--- src/rtl/fgc_pkg.sv ---
package fgc_pkg;
    localparam int DATA_W = 32;
    localparam int NTHR   = 8;
    localparam int TID_W  = $clog2(NTHR);

    typedef enum logic { OP_LOAD = 1'b0, OP_STORE = 1'b1 } op_e;
    typedef enum logic { VIEW_WAIT = 1'b0, VIEW_TRY = 1'b1 } view_e;

    typedef logic [DATA_W-1:0] word_t;
    typedef logic [NTHR-1:0]   tmask_t;
    typedef logic [TID_W-1:0]  tid_t;

    typedef struct packed {
        logic  valid;
        tid_t  tid;
        op_e   op;
        view_e view;
        word_t data;
    } req_t;

    typedef struct packed {
        logic push;
        logic pop;
        logic block;
    } act_t;

    function automatic tmask_t tid_bit(input tid_t t);
        return tmask_t'(1) << t;
    endfunction
endpackage

--- src/rtl/fgc_decide.sv ---
module fgc_decide
    import fgc_pkg::*;
#(
    parameter int DEPTH = 4,
    localparam int CNT_W = $clog2(DEPTH + 1)
) (
    input  logic             valid,
    input  op_e              op,
    input  view_e            view,
    input  logic [CNT_W-1:0] cnt,
    output act_t             act
);
    logic room;
    logic avail;

    always_comb begin
        room      = (cnt != CNT_W'(DEPTH));
        avail     = (cnt != '0);
        act.push  = valid && (op == OP_STORE) && room;
        act.pop   = valid && (op == OP_LOAD) && avail;
        act.block = valid && (view == VIEW_WAIT) &&
                    ((op == OP_STORE) ? !room : !avail);
    end
endmodule

--- src/rtl/fgc_ring.sv ---
module fgc_ring
    import fgc_pkg::*;
#(
    parameter int DEPTH = 4,
    localparam int PTR_W = (DEPTH > 1) ? $clog2(DEPTH) : 1,
    localparam int CNT_W = $clog2(DEPTH + 1)
) (
    input  logic             clk,
    input  logic             rst,
    input  logic             push,
    input  logic             pop,
    input  word_t            wdata,
    output word_t            head,
    output logic [CNT_W-1:0] cnt
);
    word_t            slots [DEPTH];
    logic [DEPTH-1:0] slot_we;
    logic [PTR_W-1:0] wptr;
    logic [PTR_W-1:0] rptr;

    function automatic logic [PTR_W-1:0] step(input logic [PTR_W-1:0] p);
        return (p == PTR_W'(DEPTH - 1)) ? '0 : p + 1'b1;
    endfunction

    for (genvar i = 0; i < DEPTH; i++) begin : g_we
        assign slot_we[i] = push && (wptr == PTR_W'(i));
    end

    always_ff @(posedge clk) begin
        for (int i = 0; i < DEPTH; i++) begin
            if (slot_we[i]) slots[i] <= wdata;
        end
    end

    always_ff @(posedge clk) begin
        if (rst) begin
            wptr <= '0;
            rptr <= '0;
            cnt  <= '0;
        end else begin
            if (push) wptr <= step(wptr);
            if (pop)  rptr <= step(rptr);
            case ({push, pop})
                2'b10:   cnt <= cnt + 1'b1;
                2'b01:   cnt <= cnt - 1'b1;
                default: cnt <= cnt;
            endcase
        end
    end

    assign head = slots[rptr];
endmodule

--- src/rtl/fgc_waitmap.sv ---
module fgc_waitmap
    import fgc_pkg::*;
(
    input  logic   clk,
    input  logic   rst,
    input  logic   push,
    input  logic   pop,
    input  logic   block,
    input  op_e    op,
    input  tid_t   tid,
    output tmask_t rd_map,
    output tmask_t wr_map,
    output tmask_t wake_rd,
    output tmask_t wake_wr
);
    always_ff @(posedge clk) begin
        if (rst) begin
            rd_map  <= '0;
            wr_map  <= '0;
            wake_rd <= '0;
            wake_wr <= '0;
        end else begin
            wake_rd <= push ? rd_map : '0;
            wake_wr <= pop  ? wr_map : '0;
            if (push)
                rd_map <= '0;
            else if (block && op == OP_LOAD)
                rd_map <= rd_map | tid_bit(tid);
            if (pop)
                wr_map <= '0;
            else if (block && op == OP_STORE)
                wr_map <= wr_map | tid_bit(tid);
        end
    end
endmodule

--- src/rtl/fifo_gate_cell.sv ---
module fifo_gate_cell
    import fgc_pkg::*;
#(
    parameter int DEPTH = 4,
    localparam int CNT_W = $clog2(DEPTH + 1)
) (
    input  logic              clk,
    input  logic              rst,
    input  logic              req_valid,
    input  logic [TID_W-1:0]  req_tid,
    input  logic              req_op,
    input  logic              req_view,
    input  logic [DATA_W-1:0] req_data,
    output logic              rsp_valid,
    output logic [DATA_W-1:0] rsp_data,
    output logic              rsp_blocked,
    output logic [NTHR-1:0]   wake_rd,
    output logic [NTHR-1:0]   wake_wr,
    output logic [NTHR-1:0]   blk_rd_map,
    output logic [NTHR-1:0]   blk_wr_map,
    output logic              cell_empty,
    output logic              cell_full
);
    req_t             req;
    act_t             act;
    word_t            head;
    logic [CNT_W-1:0] cnt;

    assign req = '{valid: req_valid, tid: req_tid, op: op_e'(req_op),
                   view: view_e'(req_view), data: req_data};

    fgc_decide #(.DEPTH(DEPTH)) u_decide (
        .valid (req.valid),
        .op    (req.op),
        .view  (req.view),
        .cnt   (cnt),
        .act   (act)
    );

    fgc_ring #(.DEPTH(DEPTH)) u_ring (
        .clk   (clk),
        .rst   (rst),
        .push  (act.push),
        .pop   (act.pop),
        .wdata (req.data),
        .head  (head),
        .cnt   (cnt)
    );

    fgc_waitmap u_wait (
        .clk     (clk),
        .rst     (rst),
        .push    (act.push),
        .pop     (act.pop),
        .block   (act.block),
        .op      (req.op),
        .tid     (req.tid),
        .rd_map  (blk_rd_map),
        .wr_map  (blk_wr_map),
        .wake_rd (wake_rd),
        .wake_wr (wake_wr)
    );

    always_ff @(posedge clk) begin
        if (rst) begin
            rsp_valid   <= 1'b0;
            rsp_data    <= '0;
            rsp_blocked <= 1'b0;
        end else begin
            rsp_valid   <= req.valid;
            rsp_data    <= act.pop ? head : '0;
            rsp_blocked <= act.block;
        end
    end

    assign cell_empty = (cnt == '0);
    assign cell_full  = (cnt == CNT_W'(DEPTH));
endmodule

--- config.mk ---
export PLATFORM = sky130hd
export DESIGN_NAME = fifo_gate_cell
export DESIGN_NICKNAME = d
export VERILOG_FILES = /design/src/rtl/fgc_pkg.sv /design/src/rtl/fgc_decide.sv /design/src/rtl/fgc_ring.sv /design/src/rtl/fgc_waitmap.sv /design/src/rtl/fifo_gate_cell.sv
export SDC_FILE = /design/constraint.sdc
export NUM_CORES = 1
export LEC_CHECK = 0
export BUFFER_PORTS_ARGS = -buffer_cell sky130_fd_sc_hd__buf_4
export CAP_MARGIN = 40
export CORE_ASPECT_RATIO = 1.25
export CORE_MARGIN = 4
export CORE_UTILIZATION = 40
export CTS_CLUSTER_DIAMETER = 40
export CTS_CLUSTER_SIZE = 20
export DETAILED_ROUTE_END_ITERATION = 8
export PLACE_DENSITY_LB_ADDON = 0.3
export SYNTH_ARGS = -nofsm -noshare
export SYNTH_HDL_FRONTEND = slang
export SYNTH_SLANG_ARGS = --single-unit
--- constraint.sdc ---
create_clock -name clk -period 3.21 [get_ports clk]
set_clock_uncertainty 0.15 [all_clocks]
set_input_delay 0.963 -clock clk [delete_from_list [all_inputs] [get_ports clk]]
set_output_delay 0.963 -clock clk [all_outputs]
set_load 0.02 [all_outputs]
==> metrics.txt, run 1 <==
clock buffer depth 3; Initial DRC Count 250; max-slew violation count 0; Die Wd ~130 µm; CTS tree yes; switching part of the total power 20.2%; slowest CP cell nor3_1; final worst setup slack 0.488 ns; Residual DRC 0; min Tclk post-route 2.72 ns; synth cell count leaders edfxtp_1 (128), dfxtp_1 (73), and2_1 (42), mux4_2 (32), nor2_1 (22); critical path's top delay family simple AND/OR/NAND/NOR gates; DR vias 3720; DP HPWL 8120 µm; drt via density 4.95; post-synth net total between 400 and 500; # Post-CTS Setup Buffers 0; Final period util 84.8%; top-level port count 108; final wirelength 13300 µm; gr ovfl total 0; Rows 53; RSZ-0062 raised after global routing false; Final ANT Viol Nets 0; first-pass GRT wire length approximately 21000 µm; CP Cell Sequence nor3_1 > buf_4; Post-Place Worst Slack 0.414 ns; WP data arrival about 1.6 ns; top post-synthesis cells by area edfxtp_1 (55%), dfxtp_1 (21%), mux4_2 (10%), and2_1 (3.7%), a31oi_1 (1.4%); die height 156 µm; Mapped Cells 388; Req. time, crit path ~2.1 ns; fmax 367 MHz; area grow syn2layout 27.5%; Reg power frac 48.7%; GRT Util Overall 13.4%; clock network power share between 40% and 50%; Setup CP Type reg2out; sw power between 1000 and 1500 µW; First-pass DRT Iterations 4; Netlist cell types 32; startpoint class of the critical path register; H-tree depth 1; share of the yosys chip area belonging to registers about three quarters; Core ar. 17000 µm²; Hold WC Path Type reg2reg; register area about 5300 µm²; largest net degree at the start of global routing 43; Diodes inserted 0; vias in the first global route approximately 4000; hold_buf cts 0; Slew headroom 59.7%; Setup crit end kind output port; Logic pwr share approximately 5.2%; CP peak stage delay 0.52 ns; static leakage 0.00330 µW; Syn Std Cell Area 7010 µm²; Final Setup Violations 0; ys flop type edfxtp_1; RD Place Congestion 0.825; synthesized flop and latch total 201; Synth area leader edfxtp_1; count leader, synth edfxtp_1; Starting Density 41.1%; crit-path max FO 5; Worst-Margin Slew 0.605 ns; Int Power 4650 µW; wire per inst 17.6 µm; CTS resizes 0; FFs w/ async S/R, synth 0%; die footprint 19700 µm²; filler instances 1417; Yosys top cell area share 54.8%; multi-input logic area 1610 µm²; TritonCTS Buffers 24; status finished clean; Max VDD drop about 0.41 mV; root buf cell clkbuf_16; buffer and inverter count on the worst path 1; Mean Syn Cell Area 18.1 µm²; share of cells above drive strength 1 39.1%; initial antenna violation count 0; clk_lat worst skew 0.50 ns; Synth Warn # 0; fin nets roughly 560; IO buf count 107; Setup Total Neg Slack 0 ns; clk sink count 201; Fin. Hold Viols 0; Worst-path clk slew 0.06 ns; Power Density 651 nW/µm²; Post-synth EDFFs 128; Max-Cap Viols 0
placed cells by master, fill, tap and decap left out, types with 5 or more instances in the layout:
cell,instances
and2_2,14
inv_1,9
edfxtp_1,128
and2_1,38
buf_4,115
clkbuf_16,25
dfxtp_1,71
nor2_1,22
ha_1,6
a31oi_1,16
mux4_2,32
clkinvlp_4,5
worst register-to-register path: stages (launching register included):
cell,delay [ns]
dfxtp_1,0.43
or3b_1,0.43
and3_1,0.26
inv_1,0.08
ha_1,0.18
inv_1,0.06
fa_1,0.37
xor2_1,0.16
or3_1,0.30
a21oi_1,0.13
area by class of cell:
class | count | share of cell area (%)
clock buffer | 30 | 7.32
inverter | 9 | 0.378
multi-input combinational | 161 | 18.0
clock inverter | 14 | 1.79
tap | 220 | 3.08
timing repair buffer | 117 | 10.1
sequential | 201 | 59.4
metrics by stage:
| stage | cells | cell area, µm² | power, µW | hold slack, ns | util (%) |
|---|---|---|---|---|---|
| floorplan | 388 | 7010 | 3060 | 0.355 | - |
| global placement | 707 | 8110 | 3190 | 0.327 | 47.6 |
| detailed placement | 708 | 8130 | 3200 | 0.336 | 47.7 |
| CTS | 752 | 8940 | 5910 | 0.345 | 52.5 |
| global route | 752 | 8940 | 6060 | 0.353 | 52.5 |
| finish | 752 | 8940 | 5820 | 0.342 | 52.5 |
routing by layer:
layer / global-route usage [%] / wire [µm] / vias to the layer above
met1: 17.4 / 5550 / 1853
met4: 3.99 / 275 / 0
met3: 3.36 / 932 / 26
met5: 0 / 0 / -
li1: - / - / 1714
met2: 22.3 / 6500 / 127
worst paths after layout:
path,start,endpoint,slack [ns],cells past startpoint
worst max-delay path,u_ring.cnt[0]$_SDFFE_PP0P_,cell_empty,0.49,2
worst min-delay path,u_wait.rd_map[1]$_SDFFE_PP0P_,u_wait.wake_rd[1]$_SDFF_PP0_,0.34,1
worst max register to register,u_ring.cnt[2]$_SDFFE_PP0P_,u_ring.cnt[2]$_SDFFE_PP0P_,0.59,9
worst min register to register,u_wait.rd_map[1]$_SDFFE_PP0P_,u_wait.wake_rd[1]$_SDFF_PP0_,0.34,1
flip-flops by register name, summed over array words and instances (netlist names):
| signal | count |
|---|---|
| rsp_blocked | 1 |
| rsp_data | 32 |
| rsp_valid | 1 |
| u_ring.cnt | 3 |
| u_ring.rptr | 2 |
| u_ring.slots | 128 |
| u_ring.wptr | 2 |
| u_wait.rd_map | 8 |
| u_wait.wake_rd | 8 |
| u_wait.wake_wr | 8 |
| u_wait.wr_map | 8 |
power by group through the flow:
stage / combinational (µW) / sequential, µW / clock (µW)
6_report: 303 / 2830 / 2680
4_1_cts: 309 / 2830 / 2770
2_1_floorplan: 170 / 2890 / 0
3_5_place_dp: 308 / 2890 / 0
5_1_grt: 334 / 2840 / 2890
3_3_place_gp: 298 / 2890 / 0
cell families (layout without fill, tap and decap cells):
kind of cell	after synthesis	after routing	share of synthesized area [%]
adder cells (fa/ha/maj)	7	7	1.36
multiplexers	32	32	10.3
AND/OR/NAND/NOR	94	94	8.01
XOR/XNOR	3	3	0.375
flip-flops	201	201	75.6
AO/OA/AOI/OAI	25	25	2.77
buffers and inverters	26	170	1.57
Power figures use the tool's default switching activity.
==> inputs of run 2 (changes only) <==
Clock period 3.21 ns to 2.2 ns, I/O delays scaled along.
==> run 2 against run 1 <==
The flow now finishes with violations (negative setup slack); critical path depth grew 2; global-route usage up 0.11 points; flip-flop and latch count unchanged; clock power is 46% higher; largest power group unchanged; final area grew 2.7%; combinational power grew 79%; die area unchanged; first-iteration DRC count fell by 14%; cell count is 2.3% higher.
==> metrics.txt, run 2 (synthesis results as in run 1) <==
placed instance area 8310 µm² (+2.2%); TritonCTS Buffers 24 (unchanged); WP data arrival 1.47 ns (-0.14 ns); Rows 53 (unchanged); DP HPWL 8460 µm (+4.1%); CTS tree yes; failing checks negative setup slack; Req. time, crit path 1.39 ns (-0.71 ns); Top Registers u_ring.slots x128, rsp_data x32; initial antenna violation count 0 (unchanged); largest net degree at the start of global routing 35 (-19%); commonest non-fill, non-tap cell in the layout edfxtp_1; status finished, violations left; CP peak stage delay 0.40 ns (-0.12 ns); Finished Layout Cells 769 (+2.3%); area grow syn2layout 31.0%; RD Place Congestion 0.829 (+0.47%); slowest CP cell or3b_4; Fin. Hold Viols 0 (unchanged); Final Setup Violations 3 (+3); first-pass GRT wire length 21100 µm (-0.17%); fmax ~440 MHz; crit-path max FO 2 (-3); placed cells 722 (+2.0%); Min Hold Slack 0.205 ns (-0.136 ns); Power Density 932 nW/µm² (+43%); static leakage 0.00343 µW (+3.9%); die height 156 µm (unchanged); fin nets 578 (+3.0%); GRT Util Overall 13.5% (+0.11 points); Slew headroom 71.3% (+12 points); R2R Setup Slk -0.03 ns (-0.62 ns); root buf cell clkbuf_16; Setup CP Type reg2out; Finished Cell Area 9190 µm² (+2.7%); Residual DRC 0 (unchanged); Int Power 6680 µW (+44%); Setup crit end kind output port; startpoint class of the critical path register; CP Cell Sequence or3b_4 > buf_6 > inv_2 > buf_6; Final Util 53.9% (+1.4 points); DR vias 3722 (+0.054%); Top reg by flops u_ring.slots; Final period util 104%; clk sink count 201 (unchanged); most frequent cells in the layout edfxtp_1 (128), buf_4 (124), dfxtp_1 (68), and2_1 (38), mux4_2 (32); H-tree depth 1 (unchanged); Logic pwr share 6.3% (+1.1 points); share of cells above drive strength 1 44.4% (+5.3 points); Worst-Margin Slew 0.429 ns (-0.176 ns); final wirelength 13400 µm (+0.91%); IO buf count 107 (unchanged); Max-Cap Viols 0 (unchanged); Reg power frac 48.1% (-0.6 points); clock buffer depth 3 (unchanged); vias in the first global route 3995 (+1.2%); CP dominant cell by count buf_6; RSZ-0062 raised after global routing true; sw power 1880 µW (+60%); Die Wd 126 µm (unchanged); Hold WC Path Type in2reg; Core ar. 17000 µm² (unchanged); clock network power share 45.6% (-0.5 points); Initial DRC Count 214 (-14%); max-slew violation count 0 (unchanged); Worst-path clk slew 0.06 ns (about the same); wire per inst 17.4 µm (-1.3%); min Tclk post-route between 2 and 2.5 ns; gr ovfl total 0 (unchanged); top-level port count 108 (unchanged); die footprint 19700 µm² (unchanged); final worst setup slack -0.0822 ns (-0.570 ns); First-pass DRT Iterations 4 (unchanged); drt via density 4.84 (-2.2%); switching part of the total power 22.0% (+1.8 points); Final ANT Viol Nets 0 (unchanged); Diodes inserted 0 (unchanged); Max VDD drop 0.490 mV (+19%); Starting Density 41.1% (unchanged); clk_lat worst skew 0.50 ns (about the same); max reg flops 128 (unchanged)
==> run 2: cell types whose count changed in the layout (fill, tap and decap cells not counted), moves of 4 or more <==
cell,before,now
buf_6,0,4
inv_6,0,5
buf_12,2,6
inv_8,1,5
buf_4,115,124
==> run 2: timing repair <==
action / 4_1_cts / 5_1_grt
resized for setup: 12 / 2
pin swaps: 3 / 4
hold buffers: 0 / 0
buffers inserted: 3 / 0
setup endpoints to repair: 3 / 4
==> run 2: routing by layer <==
layer	global-route usage [%]	wire length [µm]
met2	23.7	6810
met1	16.4	5520
met3	3.18	796
met5	0	0
met4	4.29	243
==> run 2: path summary, 6_finish.rpt <==
| kind | cells after the start | start | end |
|---|---|---|---|
| max reg2reg | 9 | u_ring.cnt[0]$_SDFFE_PP0P_ | u_ring.cnt[2]$_SDFFE_PP0P_ |
| max | 4 | u_ring.cnt[0]$_SDFFE_PP0P_ | cell_full |
| min | 1 | req_data[29] | u_ring.slots[2][29]$_DFFE_PP_ |
| min reg2reg | 1 | u_wait.wr_map[7]$_SDFFE_PP0P_ | u_wait.wake_wr[7]$_SDFF_PP0_ |
==> run 2: area by class of cell <==
class	instances	area [µm²]
Fill cell	1340	7860
Sequential cell	201	5310
Multi-Input combinational cell	161	1660
Timing Repair Buffer	134	1100
Clock buffer	28	647
Tap cell	220	275
Clock inverter	16	164
Inverter	9	36.3
==> run 2: through the flow <==
step                power (µW)  TNS, ns  worst slack, ns
global route              8850   -0.261           -0.123
CTS                       8650   -0.163           -0.107
global placement          4690   -0.145           -0.145
finish                    8560   -0.117          -0.0822
detailed placement        4710   -0.240           -0.192
floorplan                 4470   -0.151           -0.151
==> run 2: power by group through the flow <==
stage	combinational [µW]	sequential (µW)	clock [µW]
6_report	542	4110	3900
5_1_grt	591	4120	4140
4_1_cts	547	4110	3990
3_5_place_dp	513	4190	0
3_3_place_gp	498	4190	0
2_1_floorplan	254	4220	0
==> run 2: critical path: cells and delay by family (launching register included) <==
kind	cells	cell delay (ns)
and+or+nand+nor	1	0.40
DFF	1	0.32
buffers and inverters	3	0.27
